$ cat src/rtl/scfg_pkg.sv
package scfg_pkg;

    // Status selection codes held in the select register
    localparam int ST_SUBQ  = 0;
    localparam int ST_SPD75 = 1;
    localparam int ST_SPD50 = 2;
    localparam int ST_STOP  = 3;
    localparam int ST_LOCK  = 4;
    localparam int ST_AUX   = 5;

    // Bit positions inside the synchronised bus vector
    localparam int BUS_SCL  = 0;
    localparam int BUS_SDA  = 1;
    localparam int BUS_STB  = 2;
    localparam int BUS_GATE = 3;
    localparam int BUS_W    = 4;

    // Idle levels of the bus lines after reset
    localparam logic [BUS_W-1:0] BUS_IDLE = 4'b1011;

    typedef struct packed {
        logic scl_rise;
        logic scl_fall;
        logic stb_rise;
        logic stb_fall;
    } edge_t;

endpackage

$ cat src/rtl/scfg_sync.sv
module scfg_sync #(
    parameter int            W       = 4,
    parameter int            STAGES  = 2,
    parameter logic [W-1:0]  RST_VAL = '0
) (
    input  logic         clk,
    input  logic         rst,
    input  logic [W-1:0] din,
    output logic [W-1:0] lvl_o
);
    logic [STAGES-1:0][W-1:0] pipe_d, pipe_q;

    always_comb begin
        pipe_d[0] = din;
        for (int i = 1; i < STAGES; i++) begin
            pipe_d[i] = pipe_q[i-1];
        end
    end

    always_ff @(posedge clk) begin
        if (rst) begin
            for (int i = 0; i < STAGES; i++) begin
                pipe_q[i] <= RST_VAL;
            end
        end else begin
            pipe_q <= pipe_d;
        end
    end

    assign lvl_o = pipe_q[STAGES-1];

endmodule

$ cat src/rtl/scfg_frame_rx.sv
module scfg_frame_rx
    import scfg_pkg::*;
#(
    parameter int ADDR_W   = 4,
    parameter int DATA_W   = 4,
    parameter int NUM_REGS = 15
) (
    input  logic              clk,
    input  logic              rst,
    input  logic              scl_lvl,
    input  logic              sda_lvl,
    input  logic              stb_lvl,
    input  logic              gate_lvl,
    output logic              wr_en,
    output logic [ADDR_W-1:0] wr_addr,
    output logic [DATA_W-1:0] wr_data,
    output logic              drive_en
);
    localparam int                FRAME_W = ADDR_W + DATA_W;
    localparam int                CNT_W   = $clog2(FRAME_W + 1);
    localparam logic [CNT_W-1:0]  FULL    = CNT_W'(FRAME_W);
    localparam logic [ADDR_W:0]   LIMIT   = (ADDR_W+1)'(NUM_REGS);

    typedef struct packed {
        logic [FRAME_W-1:0] shreg;
        logic [CNT_W-1:0]   cnt;
        logic               rpt_ok;
        logic [ADDR_W-1:0]  h_addr;
        logic [DATA_W-1:0]  h_data;
        logic               scl_p;
        logic               stb_p;
        logic               gate_p;
    } rx_t;

    rx_t   st_d, st_q;
    edge_t ev;

    logic [ADDR_W-1:0] f_addr;
    logic [DATA_W-1:0] f_data;
    logic              frame_full;
    logic              addr_ok;

    assign f_addr     = st_q.shreg[FRAME_W-1 -: ADDR_W];
    assign f_data     = st_q.shreg[DATA_W-1:0];
    assign frame_full = (st_q.cnt == FULL);
    assign addr_ok    = ({1'b0, f_addr} < LIMIT);

    always_comb begin
        ev.scl_rise = scl_lvl & ~st_q.scl_p;
        ev.scl_fall = ~scl_lvl & st_q.scl_p;
        ev.stb_rise = stb_lvl & ~st_q.stb_p;
        ev.stb_fall = ~stb_lvl & st_q.stb_p;
    end

    always_comb begin
        st_d        = st_q;
        st_d.scl_p  = scl_lvl;
        st_d.stb_p  = stb_lvl;
        st_d.gate_p = gate_lvl;
        wr_en       = 1'b0;
        wr_addr     = st_q.h_addr;
        wr_data     = st_q.h_data;

        // a clock low phase ends any repeat sequence
        if (ev.scl_fall) begin
            st_d.rpt_ok = 1'b0;
        end

        if (ev.stb_rise) begin
            st_d.cnt = '0;
            if (gate_lvl && frame_full && addr_ok) begin
                wr_en       = 1'b1;
                wr_addr     = f_addr;
                wr_data     = f_data;
                st_d.h_addr = f_addr;
                st_d.h_data = f_data;
                st_d.rpt_ok = 1'b1;
            end else if (gate_lvl && (st_q.cnt == '0) && st_q.rpt_ok && !ev.scl_fall) begin
                wr_en = 1'b1;
            end else begin
                st_d.rpt_ok = 1'b0;
            end
        end else if (ev.stb_fall) begin
            st_d.cnt = '0;
        end else if (ev.scl_rise && !frame_full) begin
            st_d.shreg = {st_q.shreg[FRAME_W-2:0], sda_lvl};
            st_d.cnt   = st_q.cnt + CNT_W'(1);
        end
    end

    always_ff @(posedge clk) begin
        if (rst) begin
            st_q        <= '0;
            st_q.scl_p  <= BUS_IDLE[BUS_SCL];
            st_q.stb_p  <= BUS_IDLE[BUS_STB];
            st_q.gate_p <= BUS_IDLE[BUS_GATE];
        end else begin
            st_q <= st_d;
        end
    end

    assign drive_en = st_q.stb_p & st_q.gate_p;

endmodule

$ cat src/rtl/scfg_reg_bank.sv
module scfg_reg_bank #(
    parameter int ADDR_W   = 4,
    parameter int DATA_W   = 4,
    parameter int NUM_REGS = 15
) (
    input  logic                         clk,
    input  logic                         rst,
    input  logic                         wr_en,
    input  logic [ADDR_W-1:0]            wr_addr,
    input  logic [DATA_W-1:0]            wr_data,
    output logic [NUM_REGS*DATA_W-1:0]   regs_o
);
    logic [NUM_REGS-1:0]             hit;
    logic [NUM_REGS-1:0][DATA_W-1:0] regs_d, regs_q;

    for (genvar g = 0; g < NUM_REGS; g++) begin : g_reg
        assign hit[g]    = wr_en && (wr_addr == ADDR_W'(g));
        assign regs_d[g] = hit[g] ? wr_data : regs_q[g];
    end

    always_ff @(posedge clk) begin
        if (rst) begin
            regs_q <= '0;
        end else begin
            regs_q <= regs_d;
        end
    end

    assign regs_o = regs_q;

endmodule

$ cat src/rtl/scfg_stat_mux.sv
module scfg_stat_mux
    import scfg_pkg::*;
#(
    parameter int DATA_W = 4
) (
    input  logic [DATA_W-1:0] sel,
    input  logic              slow_stop,
    input  logic              drive_en,
    input  logic              subq_rdy_n,
    input  logic              spd75,
    input  logic              spd50,
    input  logic              stop12,
    input  logic              stop6,
    input  logic              lock,
    input  logic              aux,
    output logic              sda_o,
    output logic              oe_o
);
    logic pick;

    always_comb begin
        case (int'(sel))
            ST_SUBQ:  pick = subq_rdy_n;
            ST_SPD75: pick = spd75;
            ST_SPD50: pick = spd50;
            ST_STOP:  pick = slow_stop ? stop6 : stop12;
            ST_LOCK:  pick = lock;
            ST_AUX:   pick = aux;
            default:  pick = 1'b0;
        endcase
        oe_o  = drive_en;
        sda_o = drive_en & pick;
    end

endmodule

$ cat src/rtl/ser_cfg_bank.sv
module ser_cfg_bank
    import scfg_pkg::*;
#(
    parameter int ADDR_W      = 4,
    parameter int DATA_W      = 4,
    parameter int NUM_REGS    = 15,
    parameter int SEL_REG     = 2,
    parameter int MODE_REG    = 14,
    parameter int SYNC_STAGES = 2
) (
    input  logic                       clk,
    input  logic                       rst,
    input  logic                       scl_i,
    input  logic                       sda_i,
    input  logic                       wstb_i,
    input  logic                       servo_sel_n_i,
    input  logic                       subq_rdy_n_i,
    input  logic                       spd75_i,
    input  logic                       spd50_i,
    input  logic                       stop12_i,
    input  logic                       stop6_i,
    input  logic                       pll_lock_i,
    input  logic                       aux_lvl_i,
    output logic [NUM_REGS*DATA_W-1:0] cfg_o,
    output logic                       sda_o,
    output logic                       sda_oe_o
);
    logic [BUS_W-1:0]  bus_raw, bus_lvl;
    logic              wr_en;
    logic [ADDR_W-1:0] wr_addr;
    logic [DATA_W-1:0] wr_data;
    logic              drive_en;
    logic [DATA_W-1:0] sel_val;
    logic [DATA_W-1:0] mode_val;

    always_comb begin
        bus_raw           = '0;
        bus_raw[BUS_SCL]  = scl_i;
        bus_raw[BUS_SDA]  = sda_i;
        bus_raw[BUS_STB]  = wstb_i;
        bus_raw[BUS_GATE] = servo_sel_n_i;
    end

    scfg_sync #(
        .W       (BUS_W),
        .STAGES  (SYNC_STAGES),
        .RST_VAL (BUS_IDLE)
    ) u_sync (
        .clk   (clk),
        .rst   (rst),
        .din   (bus_raw),
        .lvl_o (bus_lvl)
    );

    scfg_frame_rx #(
        .ADDR_W   (ADDR_W),
        .DATA_W   (DATA_W),
        .NUM_REGS (NUM_REGS)
    ) u_rx (
        .clk      (clk),
        .rst      (rst),
        .scl_lvl  (bus_lvl[BUS_SCL]),
        .sda_lvl  (bus_lvl[BUS_SDA]),
        .stb_lvl  (bus_lvl[BUS_STB]),
        .gate_lvl (bus_lvl[BUS_GATE]),
        .wr_en    (wr_en),
        .wr_addr  (wr_addr),
        .wr_data  (wr_data),
        .drive_en (drive_en)
    );

    scfg_reg_bank #(
        .ADDR_W   (ADDR_W),
        .DATA_W   (DATA_W),
        .NUM_REGS (NUM_REGS)
    ) u_bank (
        .clk     (clk),
        .rst     (rst),
        .wr_en   (wr_en),
        .wr_addr (wr_addr),
        .wr_data (wr_data),
        .regs_o  (cfg_o)
    );

    assign sel_val  = cfg_o[SEL_REG*DATA_W +: DATA_W];
    assign mode_val = cfg_o[MODE_REG*DATA_W +: DATA_W];

    scfg_stat_mux #(
        .DATA_W (DATA_W)
    ) u_mux (
        .sel        (sel_val),
        .slow_stop  (mode_val[0]),
        .drive_en   (drive_en),
        .subq_rdy_n (subq_rdy_n_i),
        .spd75      (spd75_i),
        .spd50      (spd50_i),
        .stop12     (stop12_i),
        .stop6      (stop6_i),
        .lock       (pll_lock_i),
        .aux        (aux_lvl_i),
        .sda_o      (sda_o),
        .oe_o       (sda_oe_o)
    );

endmodule

$ cat config.mk
export PLATFORM = sky130hd
export DESIGN_NAME = ser_cfg_bank
export DESIGN_NICKNAME = d
export VERILOG_FILES = /design/src/rtl/scfg_pkg.sv /design/src/rtl/scfg_sync.sv /design/src/rtl/scfg_frame_rx.sv /design/src/rtl/scfg_reg_bank.sv /design/src/rtl/scfg_stat_mux.sv /design/src/rtl/ser_cfg_bank.sv
export SDC_FILE = /design/constraint.sdc
export NUM_CORES = 1
export LEC_CHECK = 0
export ABC_AREA = 0
export CAP_MARGIN = 10
export CELL_PAD_IN_SITES_DETAIL_PLACEMENT = 1
export CELL_PAD_IN_SITES_GLOBAL_PLACEMENT = 1
export CORE_UTILIZATION = 48
export CTS_CLUSTER_SIZE = 10
export DETAILED_ROUTE_END_ITERATION = 8
export DONT_BUFFER_PORTS = 1
export PLACE_DENSITY = 0.79
export SETUP_SLACK_MARGIN = 0.4
export SLEW_MARGIN = 15
export SYNTH_ARGS = -nofsm -noshare
export SYNTH_HDL_FRONTEND = slang
export SYNTH_SLANG_ARGS = --single-unit
export TNS_END_PERCENT = 20
$ cat constraint.sdc
create_clock -name clk -period 2.3 [get_ports clk]
set_input_delay 0.115 -clock clk [delete_from_list [all_inputs] [get_ports clk]]
set_output_delay 0.115 -clock clk [all_outputs]
set_load 0.01 [all_outputs]
======== After elaboration in Yosys (flattened, before gate mapping) ========
Cells that the tools add are included.
operators by class
  bitwise gates (word level) .............. 12
  mux-type cells .......................... 14
  div/mod/pow operators ................... 0
  add/sub/neg operators ................... 1
  reduce and logical (&&, ||, !) cells .... 29
  order comparisons ....................... 1
  multiply operators ...................... 0
  equality and inequality tests ........... 20
  shifts and indexed selects .............. 0
operators with widths
  operator             number
  $eq 4x4->1 const B   8
  $eq 4x3->1 const B   6
  $logic_and 1x1->1    21
  $eq 4x2->1 const B   4
  $mux 4               4
  $logic_not 4->1      3
  $mux 9               1
  $eq 4x1->1 const B   2
  $mux 8               1
  $mux 1               7
  $and 1x1->1          6
  $not 1->1            6
  $pmux 1 s6           1
  $add 4x1->4 const B  1
  $lt 4x4->1 const B   1
  $reduce_and 3->1     1
  $reduce_or 3->1      1
  $logic_not 1->1      2
  $reduce_and 2->1     1
word-level totals
  bits in latches ......................... 0
  logic and storage cells ................. 102
  memory bits (read-only) ................. 0
  output and inout bits ................... 62
  memories ................................ 0
  register bits ........................... 92
  bits in writable memories ............... 0
  input bits .............................. 13

======== Logic depth before layout (Yosys ltp) ========
Gate-level depths: netlist (run 1).
  depth after elaboration ................. 8
  gate-level depth with buffers ........... 9
  gate-level depth less buffers ........... 7

======== Hierarchy ========
A second synthesis (run 1) with hierarchy kept.
second synthesis, totals
  cells, all modules ...................... 368
  area total of the unflattened synthesis .. 3,928.8 um^2
modules (own cells, without submodules)
  module         cells an instance  area an instance (um^2)  sequential area each (um^2)  times used
  scfg_reg_bank  218                2,384.8                  1,201.2                      1
  scfg_frame_rx  122                1,251.2                  480.5                        1
  scfg_sync      16                 210.2                    160.2                        1
  scfg_stat_mux  12                 82.6                     0.0                          1

======== Worst setup path before layout (run 1) ========
OpenSTA, ideal clock, no wires.
  path kind ............................... register -> register
  start point ............................. register u_rx.st_q[12] in the netlist's numbering
  end point ............................... register u_bank.regs_q, in the netlist u_bank.regs_o[24]
  path buffers ............................ 1
  period minus slack after synthesis ...... 1.821 ns
  arrival time ............................ 1.698 ns
  library setup time ...................... 0.124 ns
  cell stages (with the launch flop) ...... 9
  slack ................................... 0.479 ns
  path through ............................ dfxtp_1 -> inv_1 -> ha_1 -> and3_2 -> nand3_4 -> buf_6 -> mux2i_2 -> nand2_1 -> mux2i_1
between the ends
  longest elaborated chain between the ends .. 8
  elaborated cells between the ends (all ways) .. 16
ends and longest elaborated chain
  element                                                             RTL line             source
  start, declared                                                     scfg_frame_rx.sv:35  rx_t st_d, st_q;
  start signal, assigned                                              scfg_frame_rx.sv:98  st_q <= st_d;
  parallel branches: the longest is 8 deep, another holds $eq 4x4->1  n/a
  end signal, assigned                                                scfg_reg_bank.sv:25  regs_q <= regs_d;
  end, declared                                                       scfg_reg_bank.sv:14  logic [NUM_REGS-1:0][DATA_W-1:0] regs_d, regs_q;
Several ways; the timed one is not identified.
A chain may end at the register's enable or synchronous reset.

======== Worst setup path after layout (run 1) ========
  start point ............................. register u_rx.st_q[1] in the netlist's numbering
  end point ............................... register u_bank.regs_q, in the netlist u_bank.regs_o[16]
between the ends
  longest elaborated chain between the ends .. 5
  elaborated cells between the ends (all ways) .. 7
ends and longest elaborated chain
  element            RTL line             source
  $not 1->1 *        scfg_frame_rx.sv:51  ev.stb_rise = stb_lvl & ~st_q.stb_p;
  $and 1x1->1 *      scfg_frame_rx.sv:51
  $mux 4             scfg_frame_rx.sv:69  if (ev.stb_rise) begin
  $eq 4x3->1         scfg_reg_bank.sv:17  assign hit[g] = wr_en && (wr_addr == ADDR_W'(g));
  $logic_and 1x1->1  scfg_reg_bank.sv:17
Every way passes the cells marked *; elsewhere a longest branch is shown, timed or not.

==> results.toml, run 1 <==
[placed_design]
place_area_sq_mm = 0.003849
port_buffers = 0
gp_congestion = 0.7612
hpwlAfterDp_um = 5579

[power_and_ir_drop]
vdd_drop_max_mv = 0.4486
p_leak_nw = 2.007
power_density_mw_per_mm2 = 572.1
power_mw = 2.729

[synth]
synthesis.area_sq_mm = 0.003795
synthArstFlopShare_pct = 0
synth-seq-cells = 92
syn_avg_cell_area_sq_um = 10.17
synth_edf_count = 0
synth-main-ff-cell = "dfxtp_1"
synth_cell_types = 35
synth_fp_nets = 390
yosys_warnings = 0
ys_seq_area_share_pct = 48.53
syn_inst = 373

[detailed_routing]
drc = 0
drt_first_iter_violations = 185
firstDrtPassIters = 4
detail-route-antenna-nets = 0
drt_wl_total_um = 12270
wire_per_inst_um = 23.68
num_vias = 2894
viasPerCell = 5.587

[floorplan]
dieWidth_um = 90.92
core_sq_mm = 0.007687
initial_utilization_pct = 49.37
rows = 32
die_area_sq_mm = 0.008266
io_pins = 75
fp.dieH_um = 90.92

[critical_path]
cpMostUsedCell = "mux2i_1"
slowest_delay_ns = 0.35
worst_ep_arrival_time_ns = 2.31
cpLargestDelayFamily = "simple AND/OR/NAND/NOR gates"
r2r_end = "u_bank.regs_o[16]"
r2r_cells = 10
worstSetupStartpointType = "flip-flop"
r2r_setup_slack_ns = 0.27
crit_type = "flip-flop to flip-flop"
required_ns = 2.58
r2r-start = "u_rx.st_q[1]"
cp-end-kind = "flip-flop"
path_buf_inv = 4
cpMaxStageDelayCell = "dfxtp_2"
path_cells = "inv_2 -> ha_4 -> and3_4 -> nand3_4 -> buf_12 -> buf_4 -> mux2i_1 -> or2_4 -> buf_8 -> mux2i_1"
crit_fanout = 8

[clock_tree]
cts.clk_slew.worst_paths_ns = 0.10
clkSinkCount = 92
worstSkewPairLatency_ns = 0.38
h-tree-depth = 3
cts_inserted_buffers = 9
cts_tree = "yes"
root_buffer = "clkbuf_8"
cts_buffer_depth = 2

[sta]
fin_setup_tns_ns = 0
fin_crit_sh_pct = 88.05
rsz0062_at_grt = "yes"
slew_headroom_pct = 62.56
tightestPinTransition_ns = 0.5617
finClkSkew_ns = 0.01343
period_minus_slack_ns = 2.025
fmax_mhz = 493.8
finalSetupViolCount = 0
hold_violations = 0
holdWs_ns = 0.08987
report.final.slew_viol_count = 0

[grt]
grt_pass1_vias = 3062
grt_usage_pct = 25.87
grt_max_degree = 68
grt_pass1_wl_um = 16370
antenna_found_initial = 0
grt_overflow = 0

[hold_path]
holdPathStages = 2
hold_path_class = "primary input to flip-flop"
holdPathEnd = "u_rx.st_q[10]"
hp-start = "rst"

[layout]
drive_gt1_share_pct = 24.28
finalNetCount = 428
stdcell_area_sq_mm = 0.004771
antenna_cells = 0
syn_to_final_growth_pct = 25.72
fill_cells = 834
utilization_pct = 62.06

[outcome]
run_status = "finished clean"

[job]
cap_viol_max_count = 0
## cells by family after synthesis
kind of cell / Yosys count / share of synthesized area (%)
AOI/OAI and AO/OA: 20 / 3.166
xor gates and xnor gates: 3 / 0.6925
adders and majority gates: 4 / 1.319
buffers and inverters: 35 / 4.814
DFF: 92 / 48.53
muxes: 74 / 19.95
and+or+nand+nor: 145 / 21.53
## where the power goes
part	leakage, nW	internal [mW]	total (mW)	switching [mW]
Clock	0.0799	0.399	1.03	0.633
Combinational	1.18	0.0520	0.0911	0.0391
Sequential	0.746	1.60	1.61	0.00568
Total	2.01	2.05	2.73	0.678
## placed cells by master, fill, tap and decap left out, types with 9 or more instances in the layout
cell and count:
mux2i_1 65, nand2_1 16, nor2_1 15, or2_2 9
a21oi_1 12, dlygate4sd3_1 21, dfxtp_1 85, nand2b_1 67
buf_4 13, buf_6 11, clkbuf_8 9
## registers in the layout (all words and copies together), names as in the netlist
| name | flops |
|---|---|
| u_sync.pipe_d | 4 |
| u_bank.regs_o | 60 |
| u_rx.f_addr | 4 |
| u_rx.f_data | 4 |
| u_sync.lvl_o | 4 |
| u_rx.st_q | 16 |
## worst register-to-register path: cells and delay by family (launching register included)
kind | cells | cell delay (ns)
buffers and inverters | 4 | 0.51
DFF | 1 | 0.35
and+or+nand+nor | 3 | 0.59
adders and majority gates | 1 | 0.14
muxes | 2 | 0.35
## metrics by stage
stage	setup slack (ns)	instances
final	0.2748	518
after global routing	0.2476	518
after CTS	0.3715	512
after detailed placement	0.1445	460
after global placement	0.2234	460
after floorplan	0.4785	373
## layer usage
layer | up-vias | share of wire (%) | track usage (%)
met1 | 1470 | 42 | 31.78
met3 | 19 | 6.8 | 6.566
met2 | 103 | 50 | 43.31
met5 | - | 0 | 0
li1 | 1302 | - | -
met4 | 0 | 1.5 | 10.19
## synth_stat cells (2+ instances only)
| cell type | number | area (sq um) |
|---|---|---|
| clkbuf_1 | 10 | 37.54 |
| inv_1 | 11 | 41.29 |
| nand2b_1 | 68 | 425.4 |
| buf_6 | 5 | 56.30 |
| nand4_1 | 2 | 12.51 |
| mux2i_1 | 72 | 720.7 |
| clkbuf_2 | 3 | 15.01 |
| or2_2 | 9 | 56.30 |
| a21oi_1 | 12 | 60.06 |
| nor2b_1 | 4 | 25.02 |
| o22ai_1 | 3 | 18.77 |
| xor2_1 | 2 | 17.52 |
| nand2_1 | 27 | 101.4 |
| or2_1 | 4 | 25.02 |
| dfxtp_1 | 92 | 1842 |
| nor2_1 | 16 | 60.06 |
| buf_2 | 5 | 25.02 |
| nand3_1 | 8 | 40.04 |
| ha_1 | 4 | 50.05 |
## area by class of cell
cell class              count  area, sq um  share of cell area, %
flip-flops and latches     92         1851                  38.79
repair buffers             51        559.3                  11.72
clock buffers              11        131.4                  2.754
clock inverters             5        37.54                 0.7868
inverters                  11        41.29                 0.8655
well taps                 102        127.6                  2.675
multi-input cells         246         2023                  42.41
## how the worst max path moves through the flow
stage	from	to	cells after the start
detailed placement	u_rx.st_q[12]	u_bank.regs_o[25]	8
CTS	u_rx.st_q[12]	u_bank.regs_o[11]	10
floorplan	u_rx.st_q[12]	u_bank.regs_o[24]	8
finish	u_rx.st_q[1]	u_bank.regs_o[16]	10
global placement	u_rx.st_q[1]	u_bank.regs_o[29]	8
global route	u_rx.st_q[1]	u_bank.regs_o[16]	10
## what timing repair did
action / CTS / global route
hold endpoints to repair: 85 / 0
pin swaps: 6 / 8
setup buffers: 13 / 5
hold buffers: 22 / 0
resized for setup: 41 / 36
endpoints found under the setup margin: 65 / 66
cloned: 1 / 1
Power figures use the tool's default switching activity.
==> inputs of run 2 (changes only) <==
Settings changed: CORE_UTILIZATION 48 to 49, PLACE_DENSITY 0.79 to 0.8, SYNTH_HIERARCHICAL set to 1.
==> run 2 against run 1 <==
Critical path depth down 2. Global-route usage decreased by 2.6 points. Register-to-register slack got worse by 0.09 ns. Design area fell by 3.3%. Critical path type unchanged.
==> results.toml, run 2 <==
[grt]
grt_overflow = 0
grt_pass1_wl_um = 14840
grt_usage_pct = 23.30
grt_pass1_vias = 2807
antenna_found_initial = 0
grt_max_degree = 86

[detailed_routing]
drt_wl_total_um = 9781
num_vias = 2649
viasPerCell = 5.417
wire_per_inst_um = 20.00
detail-route-antenna-nets = 0
drc = 0
drt_first_iter_violations = 72
firstDrtPassIters = 4

[critical_path]
cp-end-kind = "flip-flop"
worst_ep_arrival_time_ns = 2.36
path_cells = "inv_2 -> ha_4 -> and4b_4 -> and3_4 -> mux2_4 -> nor2_4 -> nand2_2 -> mux2i_1"
crit_fanout = 6
crit_type = "flip-flop to flip-flop"
worstSetupStartpointType = "flip-flop"
required_ns = 2.54
slowest_delay_ns = 0.36
r2r_cells = 8
cpMaxStageDelayCell = "mux2_4"

[clock_tree]
cts_buffer_depth = 2
cts.clk_slew.worst_paths_ns = 0.08
cts_tree = "yes"
clkSinkCount = 92
h-tree-depth = 3
cts_inserted_buffers = 9
root_buffer = "clkbuf_8"
worstSkewPairLatency_ns = 0.36

[layout]
final_cell_mix = "88 x dfxtp_1, 82 x nand2b_1, 76 x mux2i_1"
largest_reg_flops = 60
drive_gt1_share_pct = 22.74
stdcell_area_sq_mm = 0.004614
antenna_cells = 0
layout_commonest_cell = "dfxtp_1"
finalNetCount = 399
syn_to_final_growth_pct = 17.45

[synth]
ys_seq_area_share_pct = 46.88
synth_commonest_cells = "92 x dfxtp_1, 85 x nand2b_1, 77 x mux2i_1"
synth_top_area_share_pct = 46.88
synth_xor_xnor_area_share_pct = 0
synthMuxAreaShare_pct = 22.58
synth_most_common_cell = "dfxtp_1"
syn_inst = 368
syn_avg_cell_area_sq_um = 10.68
yosys.area_share.simple_pct = 22.42
synth_top_family_by_area = "multiplexers"
yosys.area.top_type = "dfxtp_1"
synthAdderAreaFrac_pct = 1.274
synth-main-ff-cell = "dfxtp_1"
synthArstFlopShare_pct = 0
synth_cell_types = 42
synthTopCellsByArea = "dfxtp_1 47%, mux2i_1 20%, nand2b_1 14%, mux2_4 2.7%, buf_4 1.7%"
synth_fp_nets = 385
synth_compound_area_share_pct = 2.166
yosys_warnings = 6
synth_edf_count = 0
synth-seq-cells = 92
synthesis.area_sq_mm = 0.003929

[hold_path]
holdPathStages = 2
hold_path_class = "primary input to flip-flop"

[sta]
finClkSkew_ns = 0.01026
holdWs_ns = 0.01695
fin_crit_sh_pct = 92.07
slew_headroom_pct = 62.81
report.final.slew_viol_count = 0
fmax_mhz = 472.2
tightestPinTransition_ns = 0.5528
rsz0062_at_grt = "yes"
finalSetupViolCount = 0
hold_violations = 0
period_minus_slack_ns = 2.118
fin_setup_tns_ns = 0

[floorplan]
fp.dieH_um = 91.54
io_pins = 75
rows = 32
core_sq_mm = 0.007727
die_area_sq_mm = 0.008380
initial_utilization_pct = 50.84
dieWidth_um = 91.54

[power_and_ir_drop]
power_density_mw_per_mm2 = 634.8
vdd_drop_max_mv = 0.3781
p_leak_nw = 2.044

[placed_design]
hpwlAfterDp_um = 5589
place_area_sq_mm = 0.004030
port_buffers = 0
gp_congestion = 0.7058

[job]
cap_viol_max_count = 0

[outcome]
run_status = "finished clean"
-- run 2: critical path: cells and delay by family, from the launching register on --
family	cells	cell delay (ns)
buf+inv	1	0.07
fa+ha+maj	1	0.13
simple gates	4	0.94
flops	1	0.34
mux	2	0.52
-- run 2: area by class of cell --
class	instances	area [sq um]
Clock buffer	11	151.4
Tap cell	102	127.6
Inverter	6	22.52
Multi-Input combinational cell	244	2061
Sequential cell	92	1847
Clock inverter	5	82.58
Timing Repair Buffer	29	322.8
Fill cell	793	3113
-- run 2: path summary, 6_finish.rpt --
check | from | to | slack, ns
setup reg to reg | u_rx/st_q[12] | u_bank/regs_o[33] | 0.18
hold / removal | rst | u_rx/st_q[5] | 0.02
setup / recovery | u_rx/st_q[12] | u_bank/regs_o[33] | 0.18
hold reg to reg | u_sync/pipe_d[7] | u_sync/lvl_o[3] | 0.41
-- run 2: timing repair --
action | 4_1_cts | 5_1_grt
endpoints found under the setup margin | 60 | 60
setup buffers | 6 | 8
endpoints found under the hold margin | 82 | 0
resized for setup | 22 | 11
pin swaps | 2 | 1
hold buffers | 6 | 0
gates cloned | 2 | 1
-- run 2: per-stage QoR --
stage	util, %	power (mW)	worst slack [ns]	instances
2_1_floorplan	-	1.697	0.1810	368
3_3_place_gp	52.15	1.689	0.1894	450
3_5_place_dp	52.15	1.691	0.1369	450
4_1_cts	57.93	2.951	0.2474	480
5_1_grt	59.71	3.041	0.05391	489
6_report	59.71	2.929	0.1823	489
-- run 2: routing by layer --
metal | vias up | global-route usage [%] | part of all wire [%]
met5 | - | 0 | 0
met4 | 0 | 9.392 | 0.84
met3 | 7 | 5.863 | 4.5
met2 | 53 | 41.23 | 54
met1 | 1337 | 26.64 | 41
li1 | 1252 | - | -
-- run 2: logic make-up (layout without fill, tap and decap cells) --
kind of cell | after synthesis | after routing
AND/OR/NAND/NOR | 142 | 142
flip-flops | 92 | 92
multiplexers | 85 | 85
buffers and inverters | 32 | 51
AO/OA/AOI/OAI | 13 | 13
adder cells (fa/ha/maj) | 4 | 4
-- run 2: report_power, final --
group          internal, mW  total [mW]  switching, mW
clock                 0.676        1.24          0.566
sequential             1.60        1.60        0.00405
combinational        0.0495      0.0835         0.0340
total                  2.33        2.93          0.604
==> inputs of run 3 (changes only) <==
Settings changed: CELL_PAD_IN_SITES_DETAIL_PLACEMENT 1 to 0.
==> run 3 against run 2 <==
Clock power is 19% lower. Die area did not move. Register-to-register slack improved by 0.04 ns. Worst setup slack better by 0.035 ns. Largest power group unchanged.
==> results.toml, run 3 (synthesis gave the netlist of run 2 again) <==
[hold_path]
holdPathEnd = "u_rx/f_data[2]"
hold_path_class = "primary input to flip-flop"
hp-start = "rst"
holdPathStages = 2

[layout]
antenna_cells = 0
layout_commonest_cell = "dfxtp_1"
syn_to_final_growth_pct = 18.25
finalNetCount = 406
utilization_pct = 60.12
drive_gt1_share_pct = 23.35
final_cell_mix = "88 x dfxtp_1, 82 x nand2b_1, 77 x mux2i_1"
stdcell_area_sq_mm = 0.004646
largest_reg_flops = 60

[sta]
hold_violations = 0
fmax_mhz = 480.2
holdWs_ns = 0.01470
fin_crit_sh_pct = 90.54
period_minus_slack_ns = 2.082
slew_headroom_pct = 66.35
finClkSkew_ns = 0.01284
rsz0062_at_grt = "yes"
tightestPinTransition_ns = 0.5001
report.final.slew_viol_count = 0
finalSetupViolCount = 0
fin_setup_tns_ns = 0

[floorplan]
dieWidth_um = 91.54
core_sq_mm = 0.007727
io_pins = 75
rows = 32
die_area_sq_mm = 0.008380
fp.dieH_um = 91.54
initial_utilization_pct = 50.84

[power_and_ir_drop]
vdd_drop_max_mv = 0.3170
p_leak_nw = 2.058
power_density_mw_per_mm2 = 580.3
power_mw = 2.696

[critical_path]
r2r_setup_slack_ns = 0.22
cpLargestDelayFamily = "simple AND/OR/NAND/NOR gates"
slowest_delay_ns = 0.33
r2r_cells = 10
path_cells = "inv_2 -> ha_4 -> and4b_4 -> and3_4 -> buf_4 -> buf_6 -> mux2_4 -> nand2b_4 -> buf_2 -> mux2i_1"
path_buf_inv = 4
cp-end-kind = "flip-flop"
worst_ep_arrival_time_ns = 2.32
cpMaxStageDelayCell = "dfxtp_2"
worstSetupStartpointType = "flip-flop"
r2r_end = "u_bank/regs_o[54]"
r2r-start = "u_rx/st_q[13]"
crit_type = "flip-flop to flip-flop"
required_ns = 2.54
crit_fanout = 7

[outcome]
run_status = "finished clean"

[detailed_routing]
drc = 0
firstDrtPassIters = 4
drt_wl_total_um = 8307
drt_first_iter_violations = 79
wire_per_inst_um = 16.75
detail-route-antenna-nets = 0
viasPerCell = 5.224
num_vias = 2591

[clock_tree]
cts_tree = "yes"
cts_inserted_buffers = 9
cts_buffer_depth = 2
clkSinkCount = 92
worstSkewPairLatency_ns = 0.36
root_buffer = "clkbuf_8"
h-tree-depth = 3
cts.clk_slew.worst_paths_ns = 0.09

[grt]
grt_pass1_wl_um = 12820
grt_overflow = 0
grt_usage_pct = 19.78
antenna_found_initial = 0
grt_max_degree = 84
grt_pass1_vias = 2435

[placed_design]
gp_congestion = 0.7058
place_area_sq_mm = 0.004030
port_buffers = 0
hpwlAfterDp_um = 4989

[job]
cap_viol_max_count = 0
==> run 3: changes by cell type in the layout (fill, tap and decap cells not counted), moves of 2 or more <==
cell,change
buf_4,+4
bufinv_16,-2
clkinvlp_4,+4
nand2_1,+2
nand2_2,-5
nand2_4,+3
==> run 3: worst max-delay path by stage <==
stage / depth (start not counted) / slack (ns) / to / start
after floorplan: 11 / 0.18 / u_bank/regs_o[40] / u_rx/st_q[13]
after global placement: 8 / 0.19 / u_bank/regs_o[50] / u_rx/st_q[13]
after detailed placement: 8 / 0.15 / u_bank/regs_o[50] / u_rx/st_q[13]
after CTS: 8 / 0.25 / u_bank/regs_o[42] / u_rx/st_q[13]
after global routing: 10 / 0.16 / u_bank/regs_o[34] / u_rx/st_q[12]
final: 10 / 0.22 / u_bank/regs_o[54] / u_rx/st_q[13]
==> run 3: through the flow <==
stage	worst slack, ns	instances
floorplan	0.1810	368
global placement	0.1894	450
detailed placement	0.1469	450
CTS	0.2483	484
global route	0.1576	496
finish	0.2176	496
==> run 3: timing repair <==
item | in CTS | in global routing
endpoints found under the hold margin | 82 | 0
pin swaps | 4 | 3
resized for setup | 26 | 10
hold buffers | 6 | 0
cloned | 2 | 1
endpoints found under the setup margin | 60 | 60
buffers inserted | 10 | 11
==> run 3: per-layer routing <==
layer	routed length, um	up-vias	track usage (%)
met1	3725	1257	24.82
met3	382	9	5.444
met2	4105	54	32.77
li1	-	1271	-
met5	0	-	0
met4	93	0	6.349
==> run 3: layout make-up <==
cell class / instances / area, sq um
Clock buffer: 10 / 137.6
Clock inverter: 6 / 47.55
Fill cell: 663 / 3082
Inverter: 6 / 22.52
Multi-Input combinational cell: 244 / 2068
Sequential cell: 92 / 1847
Tap cell: 102 / 127.6
Timing Repair Buffer: 36 / 395.4
==> run 3: worst reg2reg max path, delay by kind of cell (launching register included) <==
| family | cells | cell delay (ns) |
|---|---|---|
| buf+inv | 4 | 0.53 |
| flops | 1 | 0.33 |
| fa+ha+maj | 1 | 0.13 |
| simple gates | 3 | 0.57 |
| mux | 2 | 0.42 |
==> run 3: where the power goes <==
part           total [mW]  leakage (nW)  switching, mW  internal, mW
Sequential           1.60         0.745        0.00391          1.60
Combinational      0.0808          1.23         0.0326        0.0482
Clock                1.01        0.0811          0.583         0.427
